===== config.mk =====
export PLATFORM = sky130hd
export DESIGN_NAME = eth_tx_assembler
export DESIGN_NICKNAME = d
export VERILOG_FILES = /design/src/rtl/eth_tx_pkg.sv /design/src/rtl/eth_tx_word_buf.sv /design/src/rtl/eth_tx_crc.sv /design/src/rtl/eth_tx_out_reg.sv /design/src/rtl/eth_tx_assembler.sv
export SDC_FILE = /design/constraint.sdc
export NUM_CORES = 1
export LEC_CHECK = 0
export ABC_AREA = 1
export BUFFER_PORTS_ARGS = -buffer_cell sky130_fd_sc_hd__buf_4
export CAP_MARGIN = 20
export CORE_MARGIN = 3
export CORE_UTILIZATION = 30
export DETAILED_ROUTE_END_ITERATION = 10
export PLACE_DENSITY_LB_ADDON = 0.05
export SLEW_MARGIN = 10
export SYNTH_ARGS = -nofsm -noshare
export SYNTH_HDL_FRONTEND = slang
export SYNTH_SLANG_ARGS = --single-unit

===== constraint.sdc =====
create_clock -name clk -period 6.85 [get_ports clk]
set_input_delay 0.3425 -clock clk [delete_from_list [all_inputs] [get_ports clk]]
set_output_delay 0.3425 -clock clk [all_outputs]
set_load 0.01 [all_outputs]

===== src/rtl/eth_tx_pkg.sv =====
package eth_tx_pkg;

    localparam int LEN_W     = 16;
    localparam int HDR_BYTES = 14;
    localparam int FCS_BYTES = 4;
    localparam logic [31:0] CRC_POLY_REFL = 32'hEDB88320;
    localparam logic [31:0] CRC_PRESET    = 32'hFFFFFFFF;

    typedef enum logic [2:0] {
        S_IDLE,
        S_LEN,
        S_HDR,
        S_PAY,
        S_PAD,
        S_FCS_PASS,
        S_FCS_GEN
    } tx_state_e;

    // One byte of reflected CRC-32, least significant bit first.
    function automatic logic [31:0] crc32_step(input logic [31:0] c_in, input logic [7:0] b);
        logic [31:0] c;
        c = c_in ^ {24'h0, b};
        for (int i = 0; i < 8; i++) begin
            c = c[0] ? ((c >> 1) ^ CRC_POLY_REFL) : (c >> 1);
        end
        return c;
    endfunction

endpackage


===== src/rtl/eth_tx_word_buf.sv =====
module eth_tx_word_buf #(
    parameter int DATA_W = 32
) (
    input  logic              clk,
    input  logic              rst_n,
    input  logic              fifo_empty,
    input  logic [DATA_W-1:0] fifo_rd_data,
    output logic              fifo_rd_en,
    input  logic              want,
    input  logic              take,
    input  logic              flush,
    output logic              byte_vld,
    output logic [7:0]        byte_data
);

    localparam int LANES  = DATA_W / 8;
    localparam int LANE_W = (LANES > 1) ? $clog2(LANES) : 1;
    localparam logic [LANE_W-1:0] LANE_MAX = LANE_W'(LANES - 1);

    typedef struct packed {
        logic [DATA_W-1:0] word;
        logic [LANE_W-1:0] lane;
        logic              vld;
    } wb_t;

    wb_t st_d, st_q;

    always_comb begin
        st_d       = st_q;
        fifo_rd_en = want && !st_q.vld && !fifo_empty && !flush;
        if (flush) begin
            st_d.vld = 1'b0;
        end else if (take) begin
            if (st_q.lane == LANE_MAX) begin
                st_d.vld  = 1'b0;
                st_d.lane = '0;
            end else begin
                st_d.lane = st_q.lane + 1'b1;
            end
        end else if (fifo_rd_en) begin
            st_d.word = fifo_rd_data;
            st_d.lane = '0;
            st_d.vld  = 1'b1;
        end
    end

    always_ff @(posedge clk) begin
        if (!rst_n) begin
            st_q <= '0;
        end else begin
            st_q <= st_d;
        end
    end

    assign byte_vld  = st_q.vld;
    assign byte_data = st_q.word[st_q.lane*8 +: 8];

    // the controller only consumes a byte that the buffer holds
    a_r1_take_has_byte: assert property (@(posedge clk) disable iff (!rst_n)
        take |-> st_q.vld);

endmodule


===== src/rtl/eth_tx_crc.sv =====
module eth_tx_crc (
    input  logic        clk,
    input  logic        rst_n,
    input  logic        init,
    input  logic        en,
    input  logic [7:0]  din,
    output logic [31:0] crc_state
);
    import eth_tx_pkg::*;

    typedef struct packed {
        logic [31:0] crc;
    } crc_t;

    crc_t st_d, st_q;

    always_comb begin
        st_d = st_q;
        if (init) begin
            st_d.crc = CRC_PRESET;
        end else if (en) begin
            st_d.crc = crc32_step(st_q.crc, din);
        end
    end

    always_ff @(posedge clk) begin
        if (!rst_n) begin
            st_q.crc <= CRC_PRESET;
        end else begin
            st_q <= st_d;
        end
    end

    assign crc_state = st_q.crc;

endmodule


===== src/rtl/eth_tx_out_reg.sv =====
module eth_tx_out_reg (
    input  logic       clk,
    input  logic       rst_n,
    input  logic       push,
    input  logic [7:0] din,
    input  logic       lin,
    output logic       can_push,
    output logic       tx_valid,
    output logic [7:0] tx_data,
    output logic       tx_last,
    input  logic       tx_ready
);

    typedef struct packed {
        logic       vld;
        logic [7:0] data;
        logic       last;
    } oreg_t;

    oreg_t st_d, st_q;

    assign can_push = !st_q.vld || tx_ready;

    always_comb begin
        st_d = st_q;
        if (push) begin
            st_d.vld  = 1'b1;
            st_d.data = din;
            st_d.last = lin;
        end else if (tx_ready) begin
            st_d.vld  = 1'b0;
            st_d.last = 1'b0;
        end
    end

    always_ff @(posedge clk) begin
        if (!rst_n) begin
            st_q <= '0;
        end else begin
            st_q <= st_d;
        end
    end

    assign tx_valid = st_q.vld;
    assign tx_data  = st_q.data;
    assign tx_last  = st_q.last;

    // a stalled byte is held
    a_r8_hold_stalled: assert property (@(posedge clk) disable iff (!rst_n)
        (tx_valid && !tx_ready) |=> (tx_valid && $stable(tx_data) && $stable(tx_last)));

    // the last marker only travels with a valid byte
    a_r7_last_with_valid: assert property (@(posedge clk) disable iff (!rst_n)
        tx_last |-> tx_valid);

endmodule


===== src/rtl/eth_tx_assembler.sv =====
module eth_tx_assembler #(
    parameter int DATA_W      = 32,
    parameter int MIN_PAYLOAD = 46
) (
    input  logic              clk,
    input  logic              rst_n,
    input  logic              cfg_tx_en,
    input  logic              cfg_pad_en,
    input  logic              cfg_fcs_ins,
    input  logic              fifo_empty,
    input  logic [DATA_W-1:0] fifo_rd_data,
    output logic              fifo_rd_en,
    output logic              tx_valid,
    output logic [7:0]        tx_data,
    output logic              tx_last,
    input  logic              tx_ready,
    output logic              err_underrun
);
    import eth_tx_pkg::*;

    localparam logic [LEN_W-1:0] MIN_LEN  = LEN_W'(MIN_PAYLOAD);
    localparam logic [LEN_W-1:0] HDR_LAST = LEN_W'(HDR_BYTES - 1);
    localparam logic [LEN_W-1:0] FCS_LAST = LEN_W'(FCS_BYTES - 1);

    typedef struct packed {
        tx_state_e        state;
        logic [LEN_W-1:0] cnt;
        logic [LEN_W-1:0] len;
        logic             pad_en;
        logic             fcs_ins;
        logic             err;
    } ctl_t;

    ctl_t st_d, st_q;

    logic        want, take, flush, byte_vld;
    logic [7:0]  byte_data;
    logic        push, plast, can_push;
    logic [7:0]  pbyte;
    logic        crc_init, crc_en;
    logic [31:0] crc_state, fcs_word;
    logic        starve;
    tx_state_e   fcs_state, tail_state;
    logic [LEN_W-1:0] tail_cnt;

    eth_tx_word_buf #(.DATA_W(DATA_W)) u_wbuf (
        .clk         (clk),
        .rst_n       (rst_n),
        .fifo_empty  (fifo_empty),
        .fifo_rd_data(fifo_rd_data),
        .fifo_rd_en  (fifo_rd_en),
        .want        (want),
        .take        (take),
        .flush       (flush),
        .byte_vld    (byte_vld),
        .byte_data   (byte_data)
    );

    eth_tx_crc u_crc (
        .clk      (clk),
        .rst_n    (rst_n),
        .init     (crc_init),
        .en       (crc_en),
        .din      (pbyte),
        .crc_state(crc_state)
    );

    eth_tx_out_reg u_oreg (
        .clk     (clk),
        .rst_n   (rst_n),
        .push    (push),
        .din     (pbyte),
        .lin     (plast),
        .can_push(can_push),
        .tx_valid(tx_valid),
        .tx_data (tx_data),
        .tx_last (tx_last),
        .tx_ready(tx_ready)
    );

    assign fcs_word = ~crc_state;

    always_comb begin
        st_d     = st_q;
        st_d.err = 1'b0;
        push     = 1'b0;
        pbyte    = '0;
        plast    = 1'b0;
        take     = 1'b0;
        flush    = 1'b0;
        crc_init = 1'b0;
        crc_en   = 1'b0;

        want   = (st_q.state == S_LEN) || (st_q.state == S_HDR) ||
                 (st_q.state == S_PAY) || (st_q.state == S_FCS_PASS);
        starve = want && !byte_vld && fifo_empty;

        fcs_state = st_q.fcs_ins ? S_FCS_GEN : S_FCS_PASS;
        if (st_q.pad_en && (st_q.len < MIN_LEN)) begin
            tail_state = S_PAD;
            tail_cnt   = st_q.len;
        end else begin
            tail_state = fcs_state;
            tail_cnt   = '0;
        end

        case (st_q.state)
            S_IDLE: begin
                if (cfg_tx_en && !fifo_empty) begin
                    st_d.state   = S_LEN;
                    st_d.cnt     = '0;
                    st_d.pad_en  = cfg_pad_en;
                    st_d.fcs_ins = cfg_fcs_ins;
                    crc_init     = 1'b1;
                end
            end
            S_LEN: begin
                if (byte_vld) begin
                    take = 1'b1;
                    if (!st_q.cnt[0]) begin
                        st_d.len[7:0] = byte_data;
                        st_d.cnt      = LEN_W'(1);
                    end else begin
                        st_d.len[15:8] = byte_data;
                        st_d.cnt       = '0;
                        st_d.state     = S_HDR;
                    end
                end
            end
            S_HDR: begin
                if (byte_vld && can_push) begin
                    push   = 1'b1;
                    pbyte  = byte_data;
                    take   = 1'b1;
                    crc_en = 1'b1;
                    if (st_q.cnt == HDR_LAST) begin
                        if (st_q.len != '0) begin
                            st_d.state = S_PAY;
                            st_d.cnt   = '0;
                        end else begin
                            st_d.state = tail_state;
                            st_d.cnt   = tail_cnt;
                        end
                    end else begin
                        st_d.cnt = st_q.cnt + 1'b1;
                    end
                end
            end
            S_PAY: begin
                if (byte_vld && can_push) begin
                    push   = 1'b1;
                    pbyte  = byte_data;
                    take   = 1'b1;
                    crc_en = 1'b1;
                    if (st_q.cnt == st_q.len - 1'b1) begin
                        st_d.state = tail_state;
                        st_d.cnt   = tail_cnt;
                    end else begin
                        st_d.cnt = st_q.cnt + 1'b1;
                    end
                end
            end
            S_PAD: begin
                if (can_push) begin
                    push   = 1'b1;
                    crc_en = 1'b1;
                    if (st_q.cnt == MIN_LEN - 1'b1) begin
                        st_d.state = fcs_state;
                        st_d.cnt   = '0;
                    end else begin
                        st_d.cnt = st_q.cnt + 1'b1;
                    end
                end
            end
            S_FCS_PASS: begin
                if (byte_vld && can_push) begin
                    push  = 1'b1;
                    pbyte = byte_data;
                    take  = 1'b1;
                    plast = (st_q.cnt == FCS_LAST);
                    if (plast) begin
                        flush      = 1'b1;
                        st_d.state = S_IDLE;
                    end else begin
                        st_d.cnt = st_q.cnt + 1'b1;
                    end
                end
            end
            S_FCS_GEN: begin
                if (can_push) begin
                    push  = 1'b1;
                    pbyte = fcs_word[{st_q.cnt[1:0], 3'b000} +: 8];
                    plast = (st_q.cnt == FCS_LAST);
                    if (plast) begin
                        flush      = 1'b1;
                        st_d.state = S_IDLE;
                    end else begin
                        st_d.cnt = st_q.cnt + 1'b1;
                    end
                end
            end
            default: st_d.state = S_IDLE;
        endcase

        if (starve) begin
            st_d.state = S_IDLE;
            st_d.err   = 1'b1;
            flush      = 1'b1;
        end
    end

    always_ff @(posedge clk) begin
        if (!rst_n) begin
            st_q       <= '0;
            st_q.state <= S_IDLE;
        end else begin
            st_q <= st_d;
        end
    end

    assign err_underrun = st_q.err;

    // nothing is pulled from the queue while idle and disabled
    a_r9_idle_no_read: assert property (@(posedge clk) disable iff (!rst_n)
        (st_q.state == S_IDLE && !cfg_tx_en) |-> !fifo_rd_en);

    // an underrun follows a cycle in which the queue was empty
    a_r11_underrun_cause: assert property (@(posedge clk) disable iff (!rst_n)
        err_underrun |-> $past(fifo_empty));

    // an aborted frame carries no last marker
    a_r7_abort_no_last: assert property (@(posedge clk) disable iff (!rst_n)
        err_underrun |-> !tx_last);

endmodule


=== Yosys cells after proc, flatten, opt, wreduce, memory -nomap -nowiden ===
Cells that the tools add are included.

* Reductions and logical operators: 34
* Bitwise gates (word level): 14
* Eq/ne operators: 23
* Shifts and indexed selects: 2
* $lt $le $gt $ge: 1
* Muxes and demuxes: 60
* Add/sub/neg operators: 3

{| class="wikitable"
|+ Operators by type and width
! operator !! number
|-
| 2-to-1 mux 32 bit || 8
|-
| 2-to-1 mux 19 bit || 7
|-
| inverter 13 -> 14 bit || 8
|-
| one-hot mux 16 bit (7 select lines) || 1
|-
| 2-to-1 mux 16 bit || 5
|-
| variable part select 32 x 6 -> 8 bit || 2
|-
| 2-to-1 mux 35 bit || 1
|-
| 2-to-1 mux 8 bit || 4
|-
| inverter 32 bit || 1
|-
| bitwise XOR 32 x 8 -> 32 bit || 1
|-
| 2-to-1 mux 3 bit || 7
|-
| one-hot mux 3 bit (7 select lines) || 1
|-
| 2-to-1 mux 1 bit || 17
|-
| adder 16 x 1 -> 16 bit (second input constant) || 1
|-
| equality test 16 bit || 1
|-
| equality test 16 x 2 -> 1 bit (second input constant) || 1
|-
| equality test 16 x 4 -> 1 bit (second input constant) || 1
|-
| equality test 16 x 6 -> 1 bit (second input constant) || 1
|-
| < comparator 16 x 6 -> 1 bit (second input constant) || 1
|-
| one-hot mux 8 bit (2 select lines) || 1
|-
| nonzero test 16 bit || 1
|-
| subtractor 16 x 1 -> 16 bit (second input constant) || 1
|-
| inequality test 2 x 1 -> 1 bit (second input constant) || 7
|-
| AND reduction 11 bit || 1
|-
| 20 further kinds || 57
|}

* Output and inout bits: 12
* Logic and storage cells: 151
* Bits of input ports: 39
* Bits in registers: 115

=== Depth between registers and ports, before layout ===
Gate-level depths: netlist of the first run.

* Word-level depth: 22
* Depth in mapped cells: 20

=== By module ===
Synthesis of the first run repeated with hierarchy kept, for this count alone.

* Cell total of the unflattened synthesis: 1299
* Area total of the unflattened synthesis: 8166.6 µm²

{| class="wikitable"
|+ Modules (own cells, without submodules)
! module !! area each (µm²) !! cells each !! seq. area each (µm²) !! instances
|-
| eth_tx_assembler || 3647.2 || 593 || 760.7 || 1
|-
| eth_tx_crc || 2454.9 || 387 || 640.6 || 1
|-
| eth_tx_word_buf || 1714.1 || 275 || 700.7 || 1
|-
| eth_tx_out_reg || 350.3 || 44 || 200.2 || 1
|}

=== Worst setup path before layout of the first run ===
Ideal clock, no wire load.

* Path kind: register to register
* From: reg st_q[3] (netlist bit)
* To: reg st_q[25] (netlist bit)
* Setup time: 132 ps
* Stages on the path, launching flop included: 15
* Path buffers: 1
* Arrival time: 2118 ps
* Slack: 4600 ps
* Path through: dfxtp_1 > inv_1 > ha_1 > or2_2 > nand3b_1 > nand2_1 > inv_1 > nand3_1 > nor3_2 > nand3_2 > nand2_2 > nand2_1 > buf_2 > nand3b_1 > a21oi_1

* Longest elaborated chain between the ends: 7
* Elaborated cells between the ends (all ways): 12

{| class="wikitable"
|+ Ends and longest elaborated chain
! element !! RTL line !! text
|-
| from (decl) || eth_tx_assembler.sv:34 || <nowiki>ctl_t st_d, st_q;</nowiki>
|-
| from (signal assigned) || eth_tx_assembler.sv:217 || <nowiki>st_q <= st_d;</nowiki>
|-
| branches (longest 6 deep; another with subtractor 16 x 1 -> 16 bit) || -- ||
|-
| one-hot mux 16 bit (7 select lines) * || eth_tx_assembler.sv:107 || <nowiki>case (st_q.state)</nowiki>
|}

Mark *: on every way between the ends. The select of a mux whose other input is x is not followed.
A chain may end at the register's enable or synchronous reset.

=== Final worst setup path of the first run ===
* From: reg st_q[19] (netlist bit)
* To: reg u_crc.st_q (netlist bit u_crc.crc_state[16])

* Longest elaborated chain between the ends: 15

{| class="wikitable"
|+ Ends and longest elaborated chain
! element !! RTL line !! text
|-
| variable part select 32 x 6 -> 8 bit * || eth_tx_assembler.sv:192 || <nowiki>pbyte = fcs_word[{st_q.cnt[1:0], 3'b000} +: 8];</nowiki>
|-
| 2-to-1 mux 8 bit * || eth_tx_assembler.sv:190 || <nowiki>if (can_push) begin</nowiki>
|-
| one-hot mux 8 bit (2 select lines) * || eth_tx_assembler.sv:107 ||
|-
| bitwise XOR 32 x 8 -> 32 bit * || eth_tx_pkg.sv:22 || <nowiki>c = c_in ^ {24'h0, b};</nowiki>
|-
| 2-to-1 mux 32 bit * (2 in series) || eth_tx_pkg.sv:24 || <nowiki>c = c[0] ? ((c >> 1) ^ CRC_POLY_REFL) : (c >> 1);</nowiki>
|-
| inverter 13 -> 14 bit (no source line) || -- ||
|-
| 2-to-1 mux 32 bit * || eth_tx_pkg.sv:24 ||
|-
| inverter 13 -> 14 bit (no source line) || -- ||
|-
| 2-to-1 mux 32 bit * || eth_tx_pkg.sv:24 ||
|-
| inverter 13 -> 14 bit (no source line) || -- ||
|-
| 2-to-1 mux 32 bit * (4 in series) || eth_tx_pkg.sv:24 ||
|-
| to (signal assigned) || eth_tx_crc.sv:30 || <nowiki>st_q <= st_d;</nowiki>
|-
| to (decl) || eth_tx_crc.sv:15 || <nowiki>crc_t st_d, st_q;</nowiki>
|}

Every way passes the cells marked *; elsewhere a longest branch is shown, timed or not.

==> key figures, run 1 <==
Run status
  • Outcome: finished clean

Clocking
  • Clock slew at reported path FFs: 0.07 ns
  • CTS Buffer Depth: 2
  • Clock Latency Late Sink: 0.43 ns
  • Hold Buf Count CTS: 0
  • Num CTS Buffers: 17
  • Post-cts resize count: 0
  • Post-CTS Setup Inserts: 0
  • CTS tree: yes
  • Root Buffer Master: clkbuf_16
  • H-tree Lvls: 4
  • Num Clock Sinks: roughly 120

Hold path
  • Endpoint, Worst Hold: u_wbuf.st_q[30]$_SDFFE_PN0P_
  • Hold Path Cell Cnt: 3
  • Hold Crit Class: in2reg
  • Hold path start: fifo_rd_data[27]

Critical path
  • CP max FO: 29
  • Startpoint types: flop
  • Crit Path Class: reg2reg
  • CP endpoint kind: flop
  • Worst Reg-to-Reg Cells: 17
  • CP Data Arrival Time: 3.64 ns
  • R2R Path Start: st_q[19]$_SDFFE_PN0P_
  • Worst EP required: a little over 7 ns
  • R2R Setup Slk: 3.58 ns
  • Worst r2r dst: u_crc.crc_state[16]$_SDFFE_PP1P_
  • Crit path from: st_q[19]$_SDFFE_PN0P_

Synth
  • Syn avg cell area: 6.42 um2
  • Number of synthesized register bits: 115
  • Async SR Flop Fraction: 0%
  • Mapped Nets: 1197
  • Synth area leader: dfxtp_1
  • Seq/Total Area, Yosys: between 30% and 40%
  • Synth Warn #: 0
  • Area contributors post-synth: dfxtp_1 31%, nand2_1 14%, nor2_1 7.5%
  • Primary FF master, synth: dfxtp_1
  • Mapped Area: 7410 um2
  • Most common cell in the netlist: nand2_1
  • Gate count of the mapped netlist: 1154
  • EDFF count, synth: 0
  • Count of cell types in the netlist: 49
  • Top cells by instance count after synthesis: 281 x nand2_1, 149 x nor2_1, 115 x dfxtp_1
  • Synth top area share: 31.1%

Route
  • Final ANT Viol Nets: 0
  • Iter 0 DRT Violations: roughly 540
  • DRT Wirelength: 24800 um
  • Vias per cell: 4.90
  • Drt first pass iters: 4
  • Detailed-route via count: 7416
  • DRC Markers: 0
  • WL per Instance: 16.4 um

Floorplan
  • Die ar.: 26600 um2
  • Num rows: 56
  • Num ports: 51
  • Die X: 163 um
  • Initial Util: 31.0%
  • Die Span Y: 163 um
  • Core area: about 24000 um2

Timing
  • Max Fclk: between 300 and 400 MHz
  • Sum Neg Setup Slack: 0 ns
  • Worst-margin pin slew: 1.05 ns
  • Relative slew slack: 30.2%
  • Final setup viols: 0
  • Final period util: 47.8%
  • Slew Viols, Final: 0
  • Hold Violations, Final: 0
  • RSZ-0062 raised after global routing: false
  • Post-Route Skew: 0.0135 ns
  • Final min period: 3.27 ns

Placed design
  • # port buffers: 50
  • GP Congestion: 0.841
  • DP HPWL: 18400 um

Power
  • Leak: around 0.0040 uW
  • Max VDD drop: 127 uV
  • Pwr per Cell Area: approximately 370 nW/um2

Final layout
  • Final design utilization: 36.0%
  • Final nets: 1226
  • Filler cells: 2628
  • Area Overhead vs Synth: 16.2%
  • Layout cells sized above 1: 12.1%
  • Ant diodes: 0

GRT
  • All-layer global routing usage: around a fifth
  • Global-route wire length before repair: 39500 um
  • Vias in the first global route: 7200
  • Largest net degree at the start of global routing: between 50 and 60
  • Overflow after GRT: 0
  • Antenna violations before repair: 0

Flow run
  • Max Cap Viol: 0
-- kinds of logic after synthesis --
group / share of synthesized area [%]
AOI/OAI and AO/OA: 16.3
xor gates and xnor gates: 7.29
adders and majority gates: 0.675
buffers and inverters: 9.00
DFF: 31.1
and+or+nand+nor: 35.7
-- routing by layer --
| metal | wire length [um] | track usage (%) | up-vias |
|---|---|---|---|
| met2 | 11700 | 31.7 | 122 |
| met3 | 741 | 3.12 | 25 |
| met4 | 271 | 3.96 | 0 |
| met5 | 0 | 0 | - |
| met1 | 12100 | 25.5 | 3440 |
| li1 | - | - | 3829 |
-- area by class of cell --
| class | count | area, um2 | area share [%] |
|---|---|---|---|
| tap | 319 | 399 | 4.64 |
| sequential | 115 | 2300 | 26.7 |
| clock inverter | 15 | 163 | 1.89 |
| timing repair buffer | 56 | 428 | 4.97 |
| inverter | 118 | 445 | 5.17 |
| clock buffer | 17 | 425 | 4.94 |
| multi-input combinational | 875 | 4450 | 51.7 |
-- stage by stage --
step | setup WS [ns] | hold WS (ns) | std cells | total power, uW | instance area (um2)
floorplan | 4.60 | 0.441 | 1154 | 1920 | 7410
global placement | 3.57 | 0.461 | 1482 | 2320 | 8010
finish | 3.58 | 0.133 | 1515 | 3200 | 8610
detailed placement | 3.55 | 0.457 | 1482 | 2300 | 8010
CTS | 3.54 | 0.117 | 1514 | 3220 | 8600
global route | 3.19 | 0.127 | 1515 | 3450 | 8610
-- cells in the final DEF (no fill, tap or decap), types with 3 or more instances in the layout --
| cell type | Yosys | routed |
|---|---|---|
| nor3b_1 | 3 | 3 |
| buf_4 | 6 | 55 |
| clkbuf_16 | 0 | 17 |
| o21ai_1 | 3 | 3 |
| nand2_1 | 281 | 281 |
| nor3_1 | 12 | 12 |
| o21bai_1 | 3 | 3 |
| inv_8 | 0 | 5 |
| nor2_2 | 4 | 4 |
| nand2_2 | 15 | 15 |
| o31ai_1 | 3 | 3 |
| ha_1 | 4 | 4 |
| o21ai_0 | 93 | 93 |
| nand2_4 | 3 | 3 |
| inv_6 | 0 | 5 |
| xor2_2 | 3 | 3 |
| nand4_1 | 18 | 18 |
| xor2_1 | 32 | 32 |
| or2_2 | 7 | 7 |
| xnor2_1 | 16 | 16 |
| inv_1 | 108 | 108 |
| o22ai_1 | 9 | 8 |
| inv_2 | 8 | 8 |
| nand3b_1 | 11 | 11 |
| nand3_1 | 98 | 98 |
| dfxtp_1 | 115 | 115 |
| o211ai_1 | 14 | 14 |
| a211oi_1 | 8 | 8 |
| nor2_1 | 149 | 149 |
| a21oi_1 | 68 | 68 |
-- worst max-delay path by stage --
stage                                             to  slack [ns]  depth (start not counted)
floorplan                      st_q[25]$_SDFFE_PN0P_        4.60                         14
global placement    u_crc.crc_state[16]$_SDFFE_PP1P_        3.57                         17
detailed placement  u_crc.crc_state[16]$_SDFFE_PP1P_        3.55                         16
CTS                 u_crc.crc_state[16]$_SDFFE_PP1P_        3.54                         17
global route        u_crc.crc_state[16]$_SDFFE_PP1P_        3.19                         17
finish              u_crc.crc_state[16]$_SDFFE_PP1P_        3.58                         17
-- worst max-delay path, cell delays in order (launching register included) --
cell	delay, ns
dfxtp_1	1.01
inv_2	0.33
nand2_1	0.13
nand3_1	0.07
nand2_1	0.09
nand2_1	0.05
nand2_1	0.08
inv_1	0.05
nand2_1	0.05
nand2_1	0.28
inv_1	0.28
nand2_1	0.10
nand2_2	0.12
xor2_1	0.27
inv_1	0.09
nand2_1	0.06
nand3_1	0.09
nand2_1	0.07
-- flip-flops by register name, summed over array words and instances (netlist names) --
name,cells
u_wbuf.st_q,34
u_oreg.tx_data,8
u_wbuf.byte_vld,1
st_q,37
u_oreg.tx_valid,1
err_underrun,1
u_crc.crc_state,32
u_oreg.tx_last,1
-- power breakdown --
group	internal (uW)	switching, uW
combinational	422	898
clock	518	391
sequential	814	155
No activity file was read; power rests on OpenSTA's default activity.
==> inputs of run 2 (changes only) <==
clock period = 3.11 ns   (was 6.85 ns; I/O delays follow)
==> key figures, run 2 (synthesis results as in run 1) <==
Hold path
  • Endpoint, Worst Hold: u_oreg.tx_last$_SDFFE_PN0P_
  • Hold Path Cell Cnt: 4 (+1)
  • Hold Crit Class: in2reg
  • Hold path start: tx_ready

GRT
  • Largest net degree at the start of global routing: 56 (-1.8%)
  • All-layer global routing usage: 19.1% (+0.22 points)
  • Global-route wire length before repair: 40000 um (+1.2%)
  • Overflow after GRT: 0 (unchanged)
  • Vias in the first global route: 7284 (+1.2%)
  • Antenna violations before repair: 0 (unchanged)

Floorplan
  • Num ports: 51 (unchanged)
  • Num rows: 56 (unchanged)
  • Die Span Y: 163 um (unchanged)
  • Core area: 23900 um2 (unchanged)
  • Die ar.: 26600 um2 (unchanged)
  • Die X: 163 um (unchanged)
  • Initial Util: 31.0% (unchanged)

Route
  • DRC Markers: 0 (unchanged)
  • DRT Wirelength: 24800 um (about the same)
  • Drt first pass iters: 5 (+1)
  • Vias per cell: 4.79 (-2.2%)
  • Detailed-route via count: 7514 (+1.3%)
  • Iter 0 DRT Violations: 394 (-26%)
  • WL per Instance: 15.8 um (-3.5%)
  • Final ANT Viol Nets: 0 (unchanged)

Placed design
  • DP HPWL: 18600 um (+0.96%)
  • Pre-CTS setup slack: 0.329 ns (-3.22 ns)
  • # port buffers: 50 (unchanged)
  • GP Congestion: 0.856 (+1.8%)

Clocking
  • H-tree Lvls: 4 (unchanged)
  • Num Clock Sinks: 115 (unchanged)
  • Root Buffer Master: clkbuf_16
  • Post-CTS Setup Inserts: 0 (unchanged)
  • Clock Latency Late Sink: 0.42 ns (about the same)
  • CTS tree: yes
  • Num CTS Buffers: 17 (unchanged)
  • Hold Buf Count CTS: 34 (+34)
  • Clock slew at reported path FFs: 0.06 ns (about the same)
  • Post-cts resize count: 0 (unchanged)
  • CTS Buffer Depth: 2 (unchanged)

Final layout
  • Max reg flops: 37 (unchanged)
  • Final nets: 1281 (+4.5%)
  • Area Overhead vs Synth: 22.9%
  • Filler cells: 2630 (+0.076%)
  • Ant diodes: 0 (unchanged)
  • Commonest non-fill, non-tap cell in the layout: nand2_1
  • Most frequent cells in the layout: 281 x nand2_1, 149 x nor2_1, 115 x dfxtp_1
  • Register with the highest flop count: st_q
  • Layout cells sized above 1: 13.3% (+1.1 points)

Timing
  • Slew Viols, Final: 0 (unchanged)
  • Relative slew slack: 38.5% (+8.3 points)
  • Worst-margin pin slew: 0.922 ns (-0.124 ns)
  • Final period util: 89.0% (+41 points)
  • Final WS setup: 0.342 ns (-3.24 ns)
  • Post-Route Skew: 0.0132 ns (-0.000315 ns)
  • RSZ-0062 raised after global routing: false
  • Hold Violations, Final: 0 (unchanged)
  • Final min period: 2.77 ns (-0.504 ns)
  • Final setup viols: 0 (unchanged)
  • Sum Neg Setup Slack: 0 ns (unchanged)
  • Max Fclk: 361 MHz (+18%)

Power
  • Pwr per Cell Area: 790 nW/um2 (+110%)
  • Clock power share: 28.4% (about the same)
  • Switching Fraction: 44.0% (-1.1 points)
  • Max VDD drop: 367 uV (+190%)
  • Combinational Power Share: 42.7% (+1.4 points)
  • Int Power: 4030 uW (+130%)
  • Switching power: 3170 uW (+120%)
  • Leak: 0.00421 uW (+6.3%)
  • Total power: 7200 uW (+130%)
  • Flop pwr share: 28.9% (-1.4 points)

Critical path
  • Worst EP required: 3.40 ns (-3.82 ns)
  • CP Cell Sequence: inv_1, ha_1, nand3_1, nor2_2, xor2_1, nand3_1, nor2_1, nand3_2, nand2_2, nand2_1, nand2_1, nand2_1, nand2_1, a21oi_1
  • CP Data Arrival Time: 3.06 ns (-0.58 ns)
  • WP buf/inv: 1 (-3)
  • R2R Setup Slk: 0.34 ns (-3.24 ns)
  • Critical path's largest stage delay: 0.34 ns (-0.67 ns)
  • Crit Path Class: reg2reg
  • Slowest CP cell: dfxtp_1
  • Worst r2r dst: st_q[24]$_SDFFE_PN0P_
  • Critical Path Most Common Cell: nand2_1
  • Worst path top cell family by delay: simple AND/OR/NAND/NOR gates
  • R2R Path Start: st_q[3]$_SDFFE_PN0P_
  • Startpoint types: flop
  • CP endpoint kind: flop
  • Worst Reg-to-Reg Cells: 14 (-3)
  • CP max FO: 11 (-62%)

Run status
  • Outcome: finished clean

Flow run
  • Max Cap Viol: 0 (unchanged)
run 2: power by group through the flow:
stage / Sequential [uW] / Clock, uW / Combinational, uW
2_1_floorplan: 2010 / 0 / 2210
4_1_cts: 2090 / 2090 / 3080
3_5_place_dp: 2120 / 0 / 3030
6_report: 2080 / 2040 / 3070
3_3_place_gp: 2130 / 0 / 3050
5_1_grt: 2120 / 2150 / 3480
run 2: through the flow:
step                      utilization [%]  cell area (um2)  cells  hold WS, ns
after detailed placement             34.2             8170   1504        0.382
after global routing                 38.1             9110   1570       0.0809
after global placement               34.2             8170   1504        0.375
after CTS                            38.1             9110   1570       0.0477
after floorplan                         -             7410   1154        0.290
final                                38.1             9110   1570       0.0664
run 2: metal layers:
layer	routed length, um	share of wire, %	track usage [%]
met1	12600	51	26.9
met3	861	3.5	3.45
met4	250	1.0	3.73
met2	11100	45	30.7
met5	0	0	0
run 2: worst min-delay path, stage by stage:
cell     delay [ns]
buf_4          0.09
inv_1          0.05
nand3_1        0.08
a21oi_1        0.06
run 2: final cells by class:
| class | instances | area, um2 | area share, % |
|---|---|---|---|
| multi-input cells | 875 | 4450 | 48.8 |
| flip-flops and latches | 115 | 2300 | 25.3 |
| repair buffers | 111 | 918 | 10.1 |
| inverters | 118 | 445 | 4.89 |
| clock buffers | 17 | 425 | 4.67 |
| well taps | 319 | 399 | 4.38 |
| clock inverters | 15 | 173 | 1.90 |
run 2: worst max path at each step:
stage / start / cells past startpoint / endpoint / slack, ns
2_1_floorplan: st_q[3]$_SDFFE_PN0P_ / 14 / st_q[25]$_SDFFE_PN0P_ / 0.86
3_3_place_gp: u_wbuf.st_q[2]$_SDFFE_PN0P_ / 15 / u_crc.crc_state[25]$_SDFFE_PP1P_ / 0.35
3_5_place_dp: st_q[3]$_SDFFE_PN0P_ / 14 / st_q[24]$_SDFFE_PN0P_ / 0.33
4_1_cts: st_q[3]$_SDFFE_PN0P_ / 14 / st_q[24]$_SDFFE_PN0P_ / 0.31
5_1_grt: u_wbuf.st_q[2]$_SDFFE_PN0P_ / 15 / u_crc.crc_state[25]$_SDFFE_PP1P_ / 0.03
6_report: st_q[3]$_SDFFE_PN0P_ / 14 / st_q[24]$_SDFFE_PN0P_ / 0.34
